**config.mk**
```make
export PLATFORM = sky130hd
export DESIGN_NAME = intr_stack_seq
export DESIGN_NICKNAME = d
export VERILOG_FILES = /design/src/rtl/intr_seq_pkg.sv /design/src/rtl/intr_pick.sv /design/src/rtl/intr_fsm.sv /design/src/rtl/intr_stack_seq.sv
export SDC_FILE = /design/constraint.sdc
export NUM_CORES = 1
export LEC_CHECK = 0
export ABC_CLOCK_PERIOD_IN_PS = 5000
export BUFFER_PORTS_ARGS = -buffer_cell sky130_fd_sc_hd__buf_2
export CORE_MARGIN = 2
export CORE_UTILIZATION = 30
export DETAILED_ROUTE_END_ITERATION = 8
export SETUP_SLACK_MARGIN = 0.3
export SLEW_MARGIN = 5
export SYNTH_ARGS = -nofsm -noshare
export SYNTH_HDL_FRONTEND = slang
export SYNTH_HIERARCHICAL = 1
export SYNTH_SLANG_ARGS = --single-unit
```
**constraint.sdc**
```tcl
create_clock -name clk_i -period 5 [get_ports clk_i]
set_clock_uncertainty 0.15 [all_clocks]
set_input_delay 1.5 -clock clk_i [delete_from_list [all_inputs] [get_ports clk_i]]
set_output_delay 1.5 -clock clk_i [all_outputs]
set_load 0.1 [all_outputs]
```
**src/rtl/intr_seq_pkg.sv**
```systemverilog
package intr_seq_pkg;
  typedef enum logic [3:0] {
    ST_IDLE, ST_E_DUM, ST_E_PCL, ST_E_PCH, ST_E_X, ST_E_A, ST_E_CCR,
    ST_E_VH, ST_E_VL, ST_E_FET,
    ST_R_CCR, ST_R_A, ST_R_X, ST_R_PCH, ST_R_PCL, ST_R_FET
  } seq_st_e;

  localparam int unsigned FRAME_BYTES = 5;
endpackage

```
**src/rtl/intr_pick.sv**
```systemverilog
module intr_pick #(
  parameter int unsigned N_SRC = 4,
  parameter int unsigned IDX_W = 2
) (
  input  logic [N_SRC-1:0] req_i,
  input  logic [N_SRC-1:0] en_i,
  output logic             valid_o,
  output logic [IDX_W-1:0] idx_o
);
  logic [N_SRC-1:0] pend;

  for (genvar g = 0; g < N_SRC; g++) begin : g_pend
    assign pend[g] = req_i[g] & en_i[g];
  end

  always_comb begin
    idx_o = '0;
    for (int i = N_SRC - 1; i >= 0; i--) begin
      if (pend[i]) idx_o = IDX_W'(i);
    end
  end

  assign valid_o = |pend;

  // no lower-numbered source may be pending besides the winner
  logic [N_SRC-1:0] below;
  assign below = pend & ((N_SRC'(1) << idx_o) - N_SRC'(1));

  always_comb begin
    if (valid_o) begin
      assert_pick_lowest_R3: assert (pend[idx_o] && below == '0);
    end
  end
endmodule

```
**src/rtl/intr_fsm.sv**
```systemverilog
module intr_fsm
  import intr_seq_pkg::*;
(
  input  logic    clk_i,
  input  logic    rst_ni,
  input  logic    start_ent_i,
  input  logic    start_ret_i,
  input  logic    chain_i,
  output seq_st_e state_o
);
  seq_st_e st_q, st_d;

  always_comb begin
    st_d = st_q;
    unique case (st_q)
      ST_IDLE:  if (start_ret_i) st_d = ST_R_CCR;
                else if (start_ent_i) st_d = ST_E_DUM;
      ST_E_FET: st_d = ST_IDLE;
      ST_R_FET: st_d = chain_i ? ST_E_DUM : ST_IDLE;
      default:  st_d = seq_st_e'(st_q + 4'd1);
    endcase
  end

  always_ff @(posedge clk_i or negedge rst_ni) begin
    if (!rst_ni) st_q <= ST_IDLE;
    else         st_q <= st_d;
  end

  assign state_o = st_q;
endmodule

```
**src/rtl/intr_stack_seq.sv**
```systemverilog
module intr_stack_seq
  import intr_seq_pkg::*;
#(
  parameter int unsigned N_SRC    = 4,
  parameter int unsigned DW       = 8,
  parameter logic [15:0] VEC_BASE = 16'hFFFC,
  parameter int unsigned I_BIT    = 3
) (
  input  logic             clk_i,
  input  logic             rst_ni,
  input  logic             insn_done_i,
  input  logic             rti_i,
  input  logic [N_SRC-1:0] irq_req_i,
  input  logic [N_SRC-1:0] irq_en_i,
  input  logic [15:0]      pc_i,
  input  logic [15:0]      sp_i,
  input  logic [DW-1:0]    x_i,
  input  logic [DW-1:0]    a_i,
  input  logic [DW-1:0]    ccr_i,
  output logic [15:0]      addr_o,
  output logic [DW-1:0]    wdata_o,
  input  logic [DW-1:0]    rdata_i,
  output logic             rw_o,
  output logic             pc_ld_o,
  output logic [15:0]      pc_o,
  output logic             x_ld_o,
  output logic [DW-1:0]    x_o,
  output logic             a_ld_o,
  output logic [DW-1:0]    a_o,
  output logic             ccr_ld_o,
  output logic [DW-1:0]    ccr_o,
  output logic             sp_ld_o,
  output logic [15:0]      sp_o,
  output logic             busy_o,
  output logic             done_o
);
  localparam int unsigned AW    = 2 * DW;
  localparam int unsigned IDX_W = (N_SRC > 1) ? $clog2(N_SRC) : 1;
  localparam logic [AW-1:0] FRAME = AW'(FRAME_BYTES);
  localparam logic [DW-1:0] MASK  = DW'(1) << I_BIT;

  seq_st_e st;
  logic pick_v, mask_now, take_irq, start_ent, start_ret, chain;
  logic [IDX_W-1:0] pick_idx;
  logic [AW-1:0] vec_addr, pc_m1;
  logic [AW-1:0] pc_q, sp_q, vec_q;
  logic [DW-1:0] x_q, a_q, ccr_q;

  intr_pick #(.N_SRC(N_SRC), .IDX_W(IDX_W)) pick_i (
    .req_i(irq_req_i), .en_i(irq_en_i), .valid_o(pick_v), .idx_o(pick_idx)
  );

  // mask comes from the core at a boundary, from the pulled CCR on return
  assign mask_now  = (st == ST_IDLE) ? ccr_i[I_BIT] : ccr_q[I_BIT];
  assign take_irq  = pick_v && !mask_now;
  assign start_ret = (st == ST_IDLE) && rti_i;
  assign start_ent = (st == ST_IDLE) && !rti_i && insn_done_i && take_irq;
  assign chain     = (st == ST_R_FET) && take_irq;
  assign vec_addr  = VEC_BASE - (AW'(pick_idx) << 1);
  assign pc_m1     = pc_q - AW'(1);

  intr_fsm fsm_i (
    .clk_i(clk_i), .rst_ni(rst_ni), .start_ent_i(start_ent),
    .start_ret_i(start_ret), .chain_i(chain), .state_o(st)
  );

  always_ff @(posedge clk_i or negedge rst_ni) begin
    if (!rst_ni) begin
      pc_q <= '0; sp_q <= '0; vec_q <= '0;
      x_q <= '0; a_q <= '0; ccr_q <= '0;
    end else if (start_ent) begin
      pc_q <= pc_i; sp_q <= sp_i; vec_q <= vec_addr;
      x_q <= x_i; a_q <= a_i; ccr_q <= ccr_i;
    end else if (start_ret) begin
      sp_q <= sp_i;
    end else begin
      unique case (st)
        ST_E_VH:  pc_q  <= {rdata_i, pc_q[DW-1:0]};
        ST_E_VL:  pc_q  <= {pc_q[AW-1:DW], rdata_i};
        ST_R_CCR: ccr_q <= rdata_i;
        ST_R_A:   a_q   <= rdata_i;
        ST_R_X:   x_q   <= rdata_i;
        ST_R_PCH: pc_q  <= {rdata_i, pc_q[DW-1:0]};
        ST_R_PCL: pc_q  <= {pc_q[AW-1:DW], rdata_i};
        ST_R_FET: if (chain) begin
          sp_q  <= sp_q + FRAME;
          pc_q  <= pc_q + AW'(1);
          vec_q <= vec_addr;
        end
        default: ;
      endcase
    end
  end

  always_comb begin
    addr_o = '0; wdata_o = '0; rw_o = 1'b1;
    pc_ld_o = 1'b0; pc_o = '0; x_ld_o = 1'b0; x_o = '0;
    a_ld_o = 1'b0; a_o = '0; ccr_ld_o = 1'b0; ccr_o = '0;
    sp_ld_o = 1'b0; sp_o = '0; done_o = 1'b0;
    unique case (st)
      ST_E_DUM: addr_o = sp_q;
      ST_E_PCL: begin addr_o = sp_q;            rw_o = 1'b0; wdata_o = pc_m1[DW-1:0];  end
      ST_E_PCH: begin addr_o = sp_q - AW'(1);   rw_o = 1'b0; wdata_o = pc_m1[AW-1:DW]; end
      ST_E_X:   begin addr_o = sp_q - AW'(2);   rw_o = 1'b0; wdata_o = x_q;            end
      ST_E_A:   begin addr_o = sp_q - AW'(3);   rw_o = 1'b0; wdata_o = a_q;            end
      ST_E_CCR: begin
        addr_o = sp_q - AW'(4); rw_o = 1'b0; wdata_o = ccr_q;
        ccr_ld_o = 1'b1; ccr_o = ccr_q | MASK;
        sp_ld_o = 1'b1;  sp_o = sp_q - FRAME;
      end
      ST_E_VH:  addr_o = vec_q;
      ST_E_VL:  addr_o = vec_q + AW'(1);
      ST_E_FET: begin addr_o = pc_q; pc_ld_o = 1'b1; pc_o = pc_q; done_o = 1'b1; end
      ST_R_CCR: begin addr_o = sp_q + AW'(1); ccr_ld_o = 1'b1; ccr_o = rdata_i; end
      ST_R_A:   begin addr_o = sp_q + AW'(2); a_ld_o = 1'b1; a_o = rdata_i; end
      ST_R_X:   begin addr_o = sp_q + AW'(3); x_ld_o = 1'b1; x_o = rdata_i; end
      ST_R_PCH: addr_o = sp_q + AW'(4);
      ST_R_PCL: begin addr_o = sp_q + FRAME; sp_ld_o = 1'b1; sp_o = sp_q + FRAME; end
      ST_R_FET: begin
        addr_o = pc_q + AW'(1);
        if (!chain) begin pc_ld_o = 1'b1; pc_o = pc_q + AW'(1); done_o = 1'b1; end
      end
      default: ;
    endcase
  end

  assign busy_o = (st != ST_IDLE);

  assert_idle_hold_R1: assert property (@(posedge clk_i) disable iff (!rst_ni)
    (st == ST_IDLE && !insn_done_i && !rti_i) |=> !busy_o);

  assert_masked_no_entry_R2: assert property (@(posedge clk_i) disable iff (!rst_ni)
    (st == ST_IDLE && !rti_i && ccr_i[I_BIT]) |=> !busy_o);

  assert_dummy_at_sp_R4: assert property (@(posedge clk_i) disable iff (!rst_ni)
    (st == ST_E_DUM && $past(st) == ST_IDLE) |-> (rw_o && addr_o == $past(sp_i)));

  assert_mask_on_entry_R6: assert property (@(posedge clk_i) disable iff (!rst_ni)
    (busy_o && !rw_o && sp_ld_o) |-> (ccr_ld_o && ccr_o[I_BIT]));

  assert_return_reads_only_R7: assert property (@(posedge clk_i) disable iff (!rst_ni)
    (st >= ST_R_CCR) |-> rw_o);

  assert_chain_no_done_R8: assert property (@(posedge clk_i) disable iff (!rst_ni)
    chain |-> !done_o);

  assert_done_pulse_R9: assert property (@(posedge clk_i) disable iff (!rst_ni)
    done_o |-> (busy_o && pc_ld_o) ##1 !done_o);

  assert_rti_wins_R11: assert property (@(posedge clk_i) disable iff (!rst_ni)
    (st == ST_IDLE && rti_i) |=> (st == ST_R_CCR));
endmodule

```
==> flow_summary.toml <==
[run_status]
outcome = "finished clean"

[clock_tree]
clock-sinks = 64
path_clk_slew_ps = 60
cts.htree.levels = 3
cts.root.buffer_cell = "clkbuf_16"
cts_buffers = 9
clockBufferDepth = 2
clock_latency_ps = 350
cts_tree = "built"

[cells_and_area]
fin_util = 0.4534
nNetsFinal = 1451
antennaDiodeCount = 0
final_cell_mix = "nand2_1, nor2_1, buf_2"
drive_gt1_frac = 0.3150
area_growth_pct = 49.03
layout_commonest_cell = "nand2_1"

[synth]
synth_edf_count = 0
ys_ff_latch = 64
ys_seq_area_frac = 0.1964
synthFlopType = "dfrtp_1"
synth.distinct_cells = 82
syn-num-nets = 1260
yosys-top-cells-area = "dfrtp_1, ha_1, nand2_1, o21ai_0, nor2_1"
syn_inst = 1134
avgSynthCellArea_um2 = 7.189
async_reset_ff_frac = 1.000
yosysTopAreaCell = "dfrtp_1"
synth.top_cell.area_share = 0.1964
ys_warn_count = 6
netlist_area_mm2 = 0.008153

[grt]
grt_max_degree = 45
grt_usage = 0.2394
grt_pass1_vias = 9230
grt_pass1_wl_mm = 53.15
gr-total-overflow = 0
antenna_found_initial = 0

[worst_setup_path]
max_stage_delay_ps = 410
path_buf_inv = 4
start_kind = "flop"
r2r_slack_ps = 1760
crit_type = "flop to primary output"
cpLargestDelayFamily = "simple AND/OR/NAND/NOR gates"
endpoint_kind = "primary output"
critical_path_arrival_ps = 3270
cp_slowest_cell = "dfrtp_1"
r2r_cells = 10
cp.depth = 14
critPathRequiredTime_ps = 3350
worst-path-max-fanout = 5
crit_chain = "buf_6 > nand2b_4 > nor2_4 > nor2_4 > buf_12 > buf_16 > ha_4 > o21ai_2 > a22oi_2 > or3b_4 > o21ai_4 > xnor2_2 > o211ai_1 > clkbuf_16"
crit_top_cell = "nor2_4"

[floorplanning]
core_mm2 = 0.02680
die_x_um = 168.9
dieArea_mm2 = 0.02851
initial_core_util = 0.3042
rows = 60
die_height_um = 168.9
pin_count = 164

[placed_design]
gp_congestion = 0.9787
numPortBuffers = 163
hpwl_mm = 27.00

[min_path]
hp-class = "flop to flop"
min_path_cells = 2

[sta]
finalMaxSlewViolations = 0
min_period_ps = 4918
rsz0062_at_grt = "true"
setup_viol = 0
fin_crit_sh = 0.9836
hold-worst-slack_ps = 368.5
fmax_ghz = 0.2033
slew_headroom = 0.3002
final_hold_viol_count = 0
tightest_slew_ps = 1050

[routing]
ant_nets = 0
route.detailed.drc = 0
routed_wl_mm = 34.90
drt_pass1_iterations = 7
vias = 9691
wire_per_inst_um = 20.88
vias_per_cell = 5.800
drtIter0Drc = 1051

[run]
drv_cap = 0
[worst reg2reg max path, cell delays in order (launching register included)]
cell	delay, ps
dfrtp_1	410
buf_6	140
buf_4	140
buf_4	210
xnor2_1	320
and3b_1	520
nor2_1	240
nand2_1	120
nand3_1	420
o21ai_0	350
o21ai_1	100
[logic make-up (layout without fill, tap and decap cells)]
logic type,count (synthesis),in the layout,share of synthesized area
compound gates,376,376,0.3068
xor+xnor,87,87,0.09346
fa+ha+maj,50,50,0.07950
buf+inv,107,303,0.05249
flops,64,64,0.1964
mux,11,11,0.01351
simple gates,439,439,0.2578
[metrics by stage]
step | instances | TNS, ps | setup WS, ps | area, um^2
final | 1671 | 0 | 82.08 | 12150
after global routing | 1671 | -42.78 | -29.54 | 12150
after CTS | 1662 | 0 | 88.75 | 11880
after detailed placement | 1629 | 0 | 156.5 | 10940
after global placement | 1629 | 0 | 193.2 | 10940
after floorplan | 1134 | -917.2 | -558.6 | 8646
[metal layers]
layer | share of wire | up-vias | global-route usage
li1 | - | 4557 | -
met1 | 0.44 | 4634 | 0.3266
met2 | 0.45 | 414 | 0.3813
met3 | 0.062 | 86 | 0.03460
met4 | 0.040 | 0 | 0.09445
met5 | 0 | - | 0
[synthesized netlist by cell type (all sizes together), types with 4 or more instances]
| cell | n |
|---|---|
| o221ai | 16 |
| o2111ai | 6 |
| o21a | 8 |
| nor4 | 9 |
| and2 | 23 |
| nand2b | 15 |
| ha | 47 |
| xnor2 | 50 |
| o211ai | 9 |
| nor2b | 11 |
| nor2 | 124 |
| dfrtp | 64 |
| nand4 | 12 |
| a21oi | 83 |
| mux2i | 11 |
| a211o | 19 |
| nor3 | 18 |
| a211oi | 19 |
| nand2 | 145 |
| buf | 23 |
| or3 | 5 |
| xor2 | 37 |
| and3 | 28 |
| a221o | 9 |
| nand3 | 23 |
| a21o | 15 |
| clkbuf | 57 |
| a22oi | 9 |
| a31oi | 10 |
| o311ai | 4 |
| a221oi | 9 |
| o21ai | 102 |
| o31ai | 17 |
| nand3b | 4 |
| inv | 25 |
| o22ai | 9 |
[area by class of cell]
type	instances	area (um^2)
clock inverters	6	93.84
repair buffers	260	2576
multi-input cells	963	7103
clock buffers	10	229.0
fillers	2556	14650
flip-flops and latches	64	1608
well taps	341	426.7
inverters	27	113.9
[state kept, by name, indices dropped and copies added, names as in the netlist]
| signal | cells |
|---|---|
| ccr_q | 8 |
| x_q | 8 |
| vec_q | 4 |
| a_q | 8 |
| sp_q | 16 |
| fsm_i/state_o | 4 |
| pc_q | 16 |
[final timing paths]
| check | from | endpoint |
|---|---|---|
| min in group asynchronous | rst_ni | ccr_q[3] |
| min | ccr_q[3] | ccr_q[3] |
| max in group asynchronous | rst_ni | a_q[2] |
| min reg2reg | ccr_q[3] | ccr_q[3] |
| max | fsm_i/state_o[2] | addr_o[15] |
| max reg2reg | fsm_i/state_o[2] | pc_q[4] |
[timing repair]
action | CTS | global route
buffers inserted | 16 | 8
setup endpoints to repair | 18 | 31
gates resized for setup | 90 | 39
cloned | 1 | 1
hold buffers | 0 | 0
pin swaps | 39 | 14
Power is not shown: default switching activity piles up to over one toggle a cycle in this logic, so the estimate is an artifact.
